--- src/rtl/shc_pkg.sv ---
// Package: shared types for the shifter.
// Assumes: mode is decoded from the circular and carry-enable bits at start.
package shc_pkg;
    typedef enum logic [1:0] {
        M_FILL0 = 2'b00,   // no wrap, no carry
        M_FILLC = 2'b01,   // carry fills, carry catches the outgoing bit
        M_ROT   = 2'b10,   // 32-bit rotate
        M_RING  = 2'b11    // 33-bit rotate through carry
    } mode_e;

    typedef struct packed {
        logic  left;
        mode_e mode;
    } ctrl_t;

    function automatic mode_e decode_mode(input logic circ, input logic cen);
        return mode_e'({circ, cen});
    endfunction
endpackage

--- src/rtl/shc_seq.sv ---
// Module: position counter and busy flag.
// Assumes: start is honoured only while idle; count 0 is done at once.
module shc_seq #(
    parameter int CNT_W = 5
) (
    input  logic             clk,
    input  logic             rst_n,
    input  logic             start,
    input  logic [CNT_W-1:0] count,
    output logic             accept,
    output logic             busy
);
    logic [CNT_W-1:0] remain_q;

    // Purpose: a start is taken only when no shift is running.
    always_comb accept = start && !busy;

    // Purpose: load the remaining count and step it down once per position.
    always_ff @(posedge clk) begin
        if (!rst_n) begin
            remain_q <= '0;
            busy     <= 1'b0;
        end else if (accept) begin
            remain_q <= count;
            busy     <= (count != '0);
        end else if (busy) begin
            remain_q <= remain_q - 1'b1;
            busy     <= (remain_q != CNT_W'(1));
        end
    end
endmodule

--- src/rtl/shc_step.sv ---
// Module: one-position shift of operand and carry.
// Assumes: purely combinational; the caller registers the outputs.
module shc_step
    import shc_pkg::*;
#(
    parameter int DATA_W = 32
) (
    input  logic [DATA_W-1:0] a_in,
    input  logic              c_in,
    input  logic              fill_c,
    input  ctrl_t             ctrl,
    output logic [DATA_W-1:0] a_out,
    output logic              c_out
);
    logic out_bit;
    logic in_bit;

    // Purpose: pick the bit that leaves, from the end the shift moves toward.
    always_comb out_bit = ctrl.left ? a_in[DATA_W-1] : a_in[0];

    // Purpose: pick the bit that enters the vacated end, and the next carry.
    always_comb begin
        unique case (ctrl.mode)
            M_FILL0: begin in_bit = 1'b0;    c_out = c_in;    end
            M_ROT:   begin in_bit = out_bit; c_out = c_in;    end
            M_RING:  begin in_bit = c_in;    c_out = out_bit; end
            M_FILLC: begin in_bit = fill_c;  c_out = out_bit; end
            default: begin in_bit = 1'b0;    c_out = c_in;    end
        endcase
    end

    // Purpose: put the shifted operand together.
    always_comb begin
        if (ctrl.left) a_out = {a_in[DATA_W-2:0], in_bit};
        else           a_out = {in_bit, a_in[DATA_W-1:1]};
    end
endmodule

--- src/rtl/shc_shifter.sv ---
// Module: top of the shift engine; holds the operand and carry registers.
// Assumes: writes are taken only while idle and with no start in that cycle;
// the control bits are latched when a start is accepted.
module shc_shifter
    import shc_pkg::*;
#(
    parameter int DATA_W = 32,
    parameter int CNT_W  = 5
) (
    input  logic              clk,
    input  logic              rst_n,
    input  logic              a_we,
    input  logic [DATA_W-1:0] a_wdata,
    input  logic              c_we,
    input  logic              c_wdata,
    input  logic              start,
    input  logic [CNT_W-1:0]  count,
    input  logic              dir_left,
    input  logic              circ_en,
    input  logic              carry_en,
    output logic [DATA_W-1:0] a_q,
    output logic              c_q,
    output logic              busy
);
    ctrl_t             ctrl_q;
    logic              fill_q;
    logic              accept;
    logic [DATA_W-1:0] a_nxt;
    logic              c_nxt;
    logic              wr_ok;

    shc_seq #(.CNT_W(CNT_W)) u_seq (
        .clk    (clk),
        .rst_n  (rst_n),
        .start  (start),
        .count  (count),
        .accept (accept),
        .busy   (busy)
    );

    shc_step #(.DATA_W(DATA_W)) u_step (
        .a_in   (a_q),
        .c_in   (c_q),
        .fill_c (fill_q),
        .ctrl   (ctrl_q),
        .a_out  (a_nxt),
        .c_out  (c_nxt)
    );

    // Purpose: writes land only in an idle cycle that takes no start.
    always_comb wr_ok = !busy && !start;

    // Purpose: latch the controls and the fill carry when a shift is accepted.
    always_ff @(posedge clk) begin
        if (!rst_n) begin
            ctrl_q <= '{left: 1'b0, mode: M_FILL0};
            fill_q <= 1'b0;
        end else if (accept) begin
            ctrl_q <= '{left: dir_left, mode: decode_mode(circ_en, carry_en)};
            fill_q <= c_q;
        end
    end

    // Purpose: the operand register takes a write or a shift step.
    always_ff @(posedge clk) begin
        if (!rst_n)             a_q <= '0;
        else if (busy)          a_q <= a_nxt;
        else if (wr_ok && a_we) a_q <= a_wdata;
    end

    // Purpose: the carry register takes a write or a shift step.
    always_ff @(posedge clk) begin
        if (!rst_n)             c_q <= 1'b0;
        else if (busy)          c_q <= c_nxt;
        else if (wr_ok && c_we) c_q <= c_wdata;
    end
endmodule

--- config.mk ---
export PLATFORM = sky130hd
export DESIGN_NAME = shc_shifter
export DESIGN_NICKNAME = d
export VERILOG_FILES = /design/src/rtl/shc_pkg.sv /design/src/rtl/shc_seq.sv /design/src/rtl/shc_step.sv /design/src/rtl/shc_shifter.sv
export SDC_FILE = /design/constraint.sdc
export NUM_CORES = 1
export LEC_CHECK = 0
export BUFFER_PORTS_ARGS = -buffer_cell sky130_fd_sc_hd__buf_2
export CAP_MARGIN = 10
export CORE_MARGIN = 10
export CORE_UTILIZATION = 50
export DETAILED_ROUTE_END_ITERATION = 10
export GPL_TIMING_DRIVEN = 0
export PLACE_DENSITY = 0.8
export SYNTH_ARGS = -nofsm -noshare
export SYNTH_HDL_FRONTEND = slang
export SYNTH_SLANG_ARGS = --single-unit
--- constraint.sdc ---
create_clock -name clk -period 1.65 [get_ports clk]
set_input_delay 0.33 -clock clk [delete_from_list [all_inputs] [get_ports clk]]
set_output_delay 0.33 -clock clk [all_outputs]
set_load 0.1 [all_outputs]
# == Word level (Yosys, flattened, before mapping) ==
# Index checks and enable logic that the tools add are counted.
# totals
in_bits,46
word_cells,39
regBits,43
# op_classes
n_addsub,1
muxes,12
n_eq_ne,5
reduce_logical,14
# op_table
cell,count
$mux 32,3
$mux 5,2
$mux 1,6
$reduce_bool 2->1,3
$ne 5x1->1 const B,1
$reduce_bool 5->1,1
$sub 5x1->5 const B,1
$eq 2x2->1 const B,2
$logic_and 1x1->1,4
$pmux 1 s4,1
$reduce_or 2->1,2
$eq 2x1->1 const B,1
$logic_not 1->1,2
$logic_not 2->1,1
$ne 2x2->1 const B,1
$reduce_and 2->1,1

# == Longest topological paths before layout ==
# depth
word_depth,5
ltp_mapped,6
depth_no_buf,5

# == Hierarchy ==
# A second synthesis with hierarchy kept.
# hier_totals
cells_unflattened,251
hier_area_um2,2423.6
# by_module_without_submodules
module,instances,area_per_inst_um2,cells_each
shc_shifter,1,1606.5,163
shc_step,1,456.7,45
shc_seq,1,360.3,43

# == Worst setup path before layout ==
# No wires, ideal clock.
# synth_path
path_kind,reg-to-reg
startpoint,register u_seq.busy
endpoint,register a_q[0]
setup_ps,132
stages_incl_launch_ff,5
t_required_ps,1518
path_buffers,1
setup_slack_ps,-259
period_less_slack_ps,1909
arrival_ps,1778
path_cell_list,dfxtp_1 buf_4 or3b_2 o21ai_1 a311oi_1
# synth_via
elab_chain_cells,4
# synth_lines
item,line,rtl
start: declaration,shc_seq.sv:11,output logic busy
start signal: assignment,shc_seq.sv:25,busy <= (count != '0);
start signal: assignment,shc_seq.sv:28,busy <= (remain_q != CNT_W'(1));
$logic_not 1->1,shc_shifter.sv:51,always_comb wr_ok = !busy && !start;
$logic_and 1x1->1,shc_shifter.sv:51,
$logic_and 1x1->1,shc_shifter.sv:68,else if (wr_ok && a_we) a_q <= a_wdata;
$reduce_bool 2->1 (no source line),n/a,
end signal: assignment,shc_shifter.sv:67,else if (busy) a_q <= a_nxt;
end signal: assignment,shc_shifter.sv:68,
end: declaration,shc_shifter.sv:21,"output logic [DATA_W-1:0] a_q,"
# Parallel ways exist; a longest one is shown, timed or not.
# A chain may end at the register's enable or synchronous reset.

# == Worst setup path in the final report ==
# layout_path
startpoint,register a_q[27]
endpoint,output a_q[27]
# No word-level cell between the ends.

==> results.py <==
metrics = {
    "outcome": {
        "status": "completed",
    },
    "global_routing": {
        "grt_overflow": 0,
        "grt_max_degree": 14,
        "grt_pass1_wl_um": 10100,
        "gr-usage-all-layers_pct": 15.9,
        "antenna_found_initial": 0,
        "grt_pass1_vias": 2180,
    },
    "finish": {
        "layout_common_cells": "buf_2 (88), dfxtp_1 (39), nor2_1 (36)",
        "nets": 384,
        "final_design_area_no_fill_um2": 2840,
        "diodes": 0,
        "drive_above_1_share_pct": 34.7,
        "syn_to_final_growth_pct": 24.1,
        "final_common_cell": "buf_2",
    },
    "logic_synthesis": {
        "synthCells": 250,
        "synthTopCellsByArea": "dfxtp_1 (38%), mux2i_1 (15%), a22o_1 (11%)",
        "synth_nets": 298,
        "yosysSeqAreaShare_pct": 37.6,
        "synthArstFlopShare_pct": 0,
        "synth_top_cell_by_area": "dfxtp_1",
        "yosysWarnings": 0,
        "syn_area_um2": 2290,
        "syn_area_per_cell_um2": 9.15,
        "synthFlopType": "dfxtp_1",
        "synth_cell_types": 38,
        "yosys_register_bits": 43,
        "synth-edff-count": 0,
        "yosys.area.top_type_share_pct": 37.6,
    },
    "critical_path": {
        "cp-startpoint": "a_q[27]$_SDFFE_PN0P_",
        "worst_ep_required_time_ns": 1.32,
        "worstPathBufferInverterCount": 1,
        "cp_max_fo": 4,
        "crit_type": "reg -> out",
        "crit_path_max_incr_delay_ns": 0.47,
        "timing.rr.start": "u_seq.remain_q[1]$_SDFFE_PN0P_",
        "cp_slowest_cell": "buf_2",
        "path_cells": "buf_2",
        "cpLargestDelayFamily": "buffers and inverters",
        "arrival_ns": 1.18,
        "worstSetupEndpointType": "output pin",
        "startpoint_type": "flip-flop",
    },
    "sta": {
        "clock_skew_ns": 0.0110,
        "drv_slew": 0,
        "slew_headroom_pct": 67.5,
        "max_freq_mhz": 661,
        "period_share_pct": 91.7,
        "report.final.setup_viol": 0,
        "rsz0062_at_grt": "no",
        "hold_violations": 0,
        "post-route-min-period_ns": 1.51,
        "finalSetupTns_ns": 0,
        "worst_pin_slew_ns": 0.491,
    },
    "min_path": {
        "hp-start": "circ_en",
        "hold_path_class": "in -> reg",
    },
    "run": {
        "cap_violations": 0,
    },
    "floorplan": {
        "die_area_um2": 7680,
        "core-area_um2": 4380,
        "die_h_um": 87.7,
        "die_w_um": 87.7,
        "pin_count": 80,
        "start_util_pct": 52.2,
        "row_count": 24,
    },
    "clock_tree": {
        "cts-buffers-inserted": 5,
        "holdBufCountCts": 0,
        "cts_tree": "built",
        "root_buffer": "clkbuf_8",
        "cts.sinks": 43,
        "postCtsSetupRepairBufs": 0,
        "worstSkewPairLatency_ns": 0.30,
        "clk_pin_slew_worst_paths_ns": 0.08,
        "h-tree-depth": 2,
        "cts_resized": 0,
        "clockBufferDepth": 2,
    },
    "power": {
        "p_leak_nw": 1.30,
        "vdd_drop_max_v": 0.000670,
        "cellPowerDensity_nw_per_um2": 1120,
    },
    "placement": {
        "hpwlAfterDp_um": 4660,
        "numPortBuffers": 79,
        "placedInstanceArea_um2": 2750,
        "gp_congestion": 0.817,
    },
    "drt": {
        "vias": 2173,
        "route.detailed.drc": 0,
        "vias_per_cell": 5.59,
        "dr.pass1.iters": 5,
        "routed_wl_um": 6180,
        "ant_nets": 0,
        "drt_iter0_drc": 82,
        "wl_per_cell_um": 15.9,
    },
}
## metal layers
layer  track usage (%)  share of wire (%)  vias up
met4              4.35               0.86        0
met1              19.8                 45     1010
met2              24.5                 45       67
met3              6.78                8.8        6
met5                 0                  0        -
li1                  -                  -     1090
## state kept, by name (all words and copies together), names as in the netlist
signal / count
u_seq.remain_q: 5
u_seq.busy: 1
fill_q: 1
ctrl_q: 3
c_q: 1
a_q: 32
## cell type report
cell class,count,area [um^2]
tap,52,65.1
clock buffer,6,72.6
sequential,43,866
fill,392,1550
timing repair buffer,79,395
multi-input combinational,180,1260
inverter,6,22.5
clock inverter,2,12.5
buffer,21,146
## stage by stage
stage	setup WS, ns	utilization, %	instances	hold slack, ns	power, W
final	0.137	64.8	389	0.261	0.00319
after global routing	0.0891	64.8	389	0.267	0.00334
after CTS	0.140	64.8	389	0.262	0.00321
after detailed placement	0.311	62.8	381	0.487	0.00255
after global placement	0.323	62.8	381	0.470	0.00254
after floorplan	0.00664	-	250	0.455	0.00230
## report_power, final
part | switching [W] | internal [W]
logic | 0.000939 | 0.000340
clock network | 0.000360 | 0.000296
registers | 0.000107 | 0.00114
## tightest hold or removal path, stage by stage
cell,delay (ns)
buf_2,0.07
mux2i_1,0.05
nor2_1,0.07
## kinds of logic (layout without fill, tap and decap cells)
family	Yosys count	count (layout)	share of synthesized area, %
multiplexers	36	36	15.9
adder cells (fa/ha/maj)	2	2	1.09
flip-flops	43	43	37.6
AND/OR/NAND/NOR	58	58	12.1
AO/OA/AOI/OAI	84	84	26.0
buffers and inverters	27	114	7.38
## synth_stat cells (4+ instances only)
cell     number
buf_2         9
a22o_1       30
dfxtp_1      43
mux2i_1      34
a21oi_1      33
nor2b_1       4
inv_1         6
nor2_1       36
buf_4         5
buf_6         5
## worst paths after layout
| path | endpoint | slack, ns | cells after the start |
|---|---|---|---|
| worst max-delay path | a_q[27] | 0.14 | 1 |
| worst min-delay path | ctrl_q[1]$_SDFFE_PN0P_ | 0.26 | 3 |
| worst max register to register | u_seq.remain_q[4]$_SDFFE_PN0P_ | 0.26 | 5 |
| worst min register to register | fill_q$_SDFFE_PN0P_ | 0.51 | 2 |
Power figures use the tool's default switching activity.
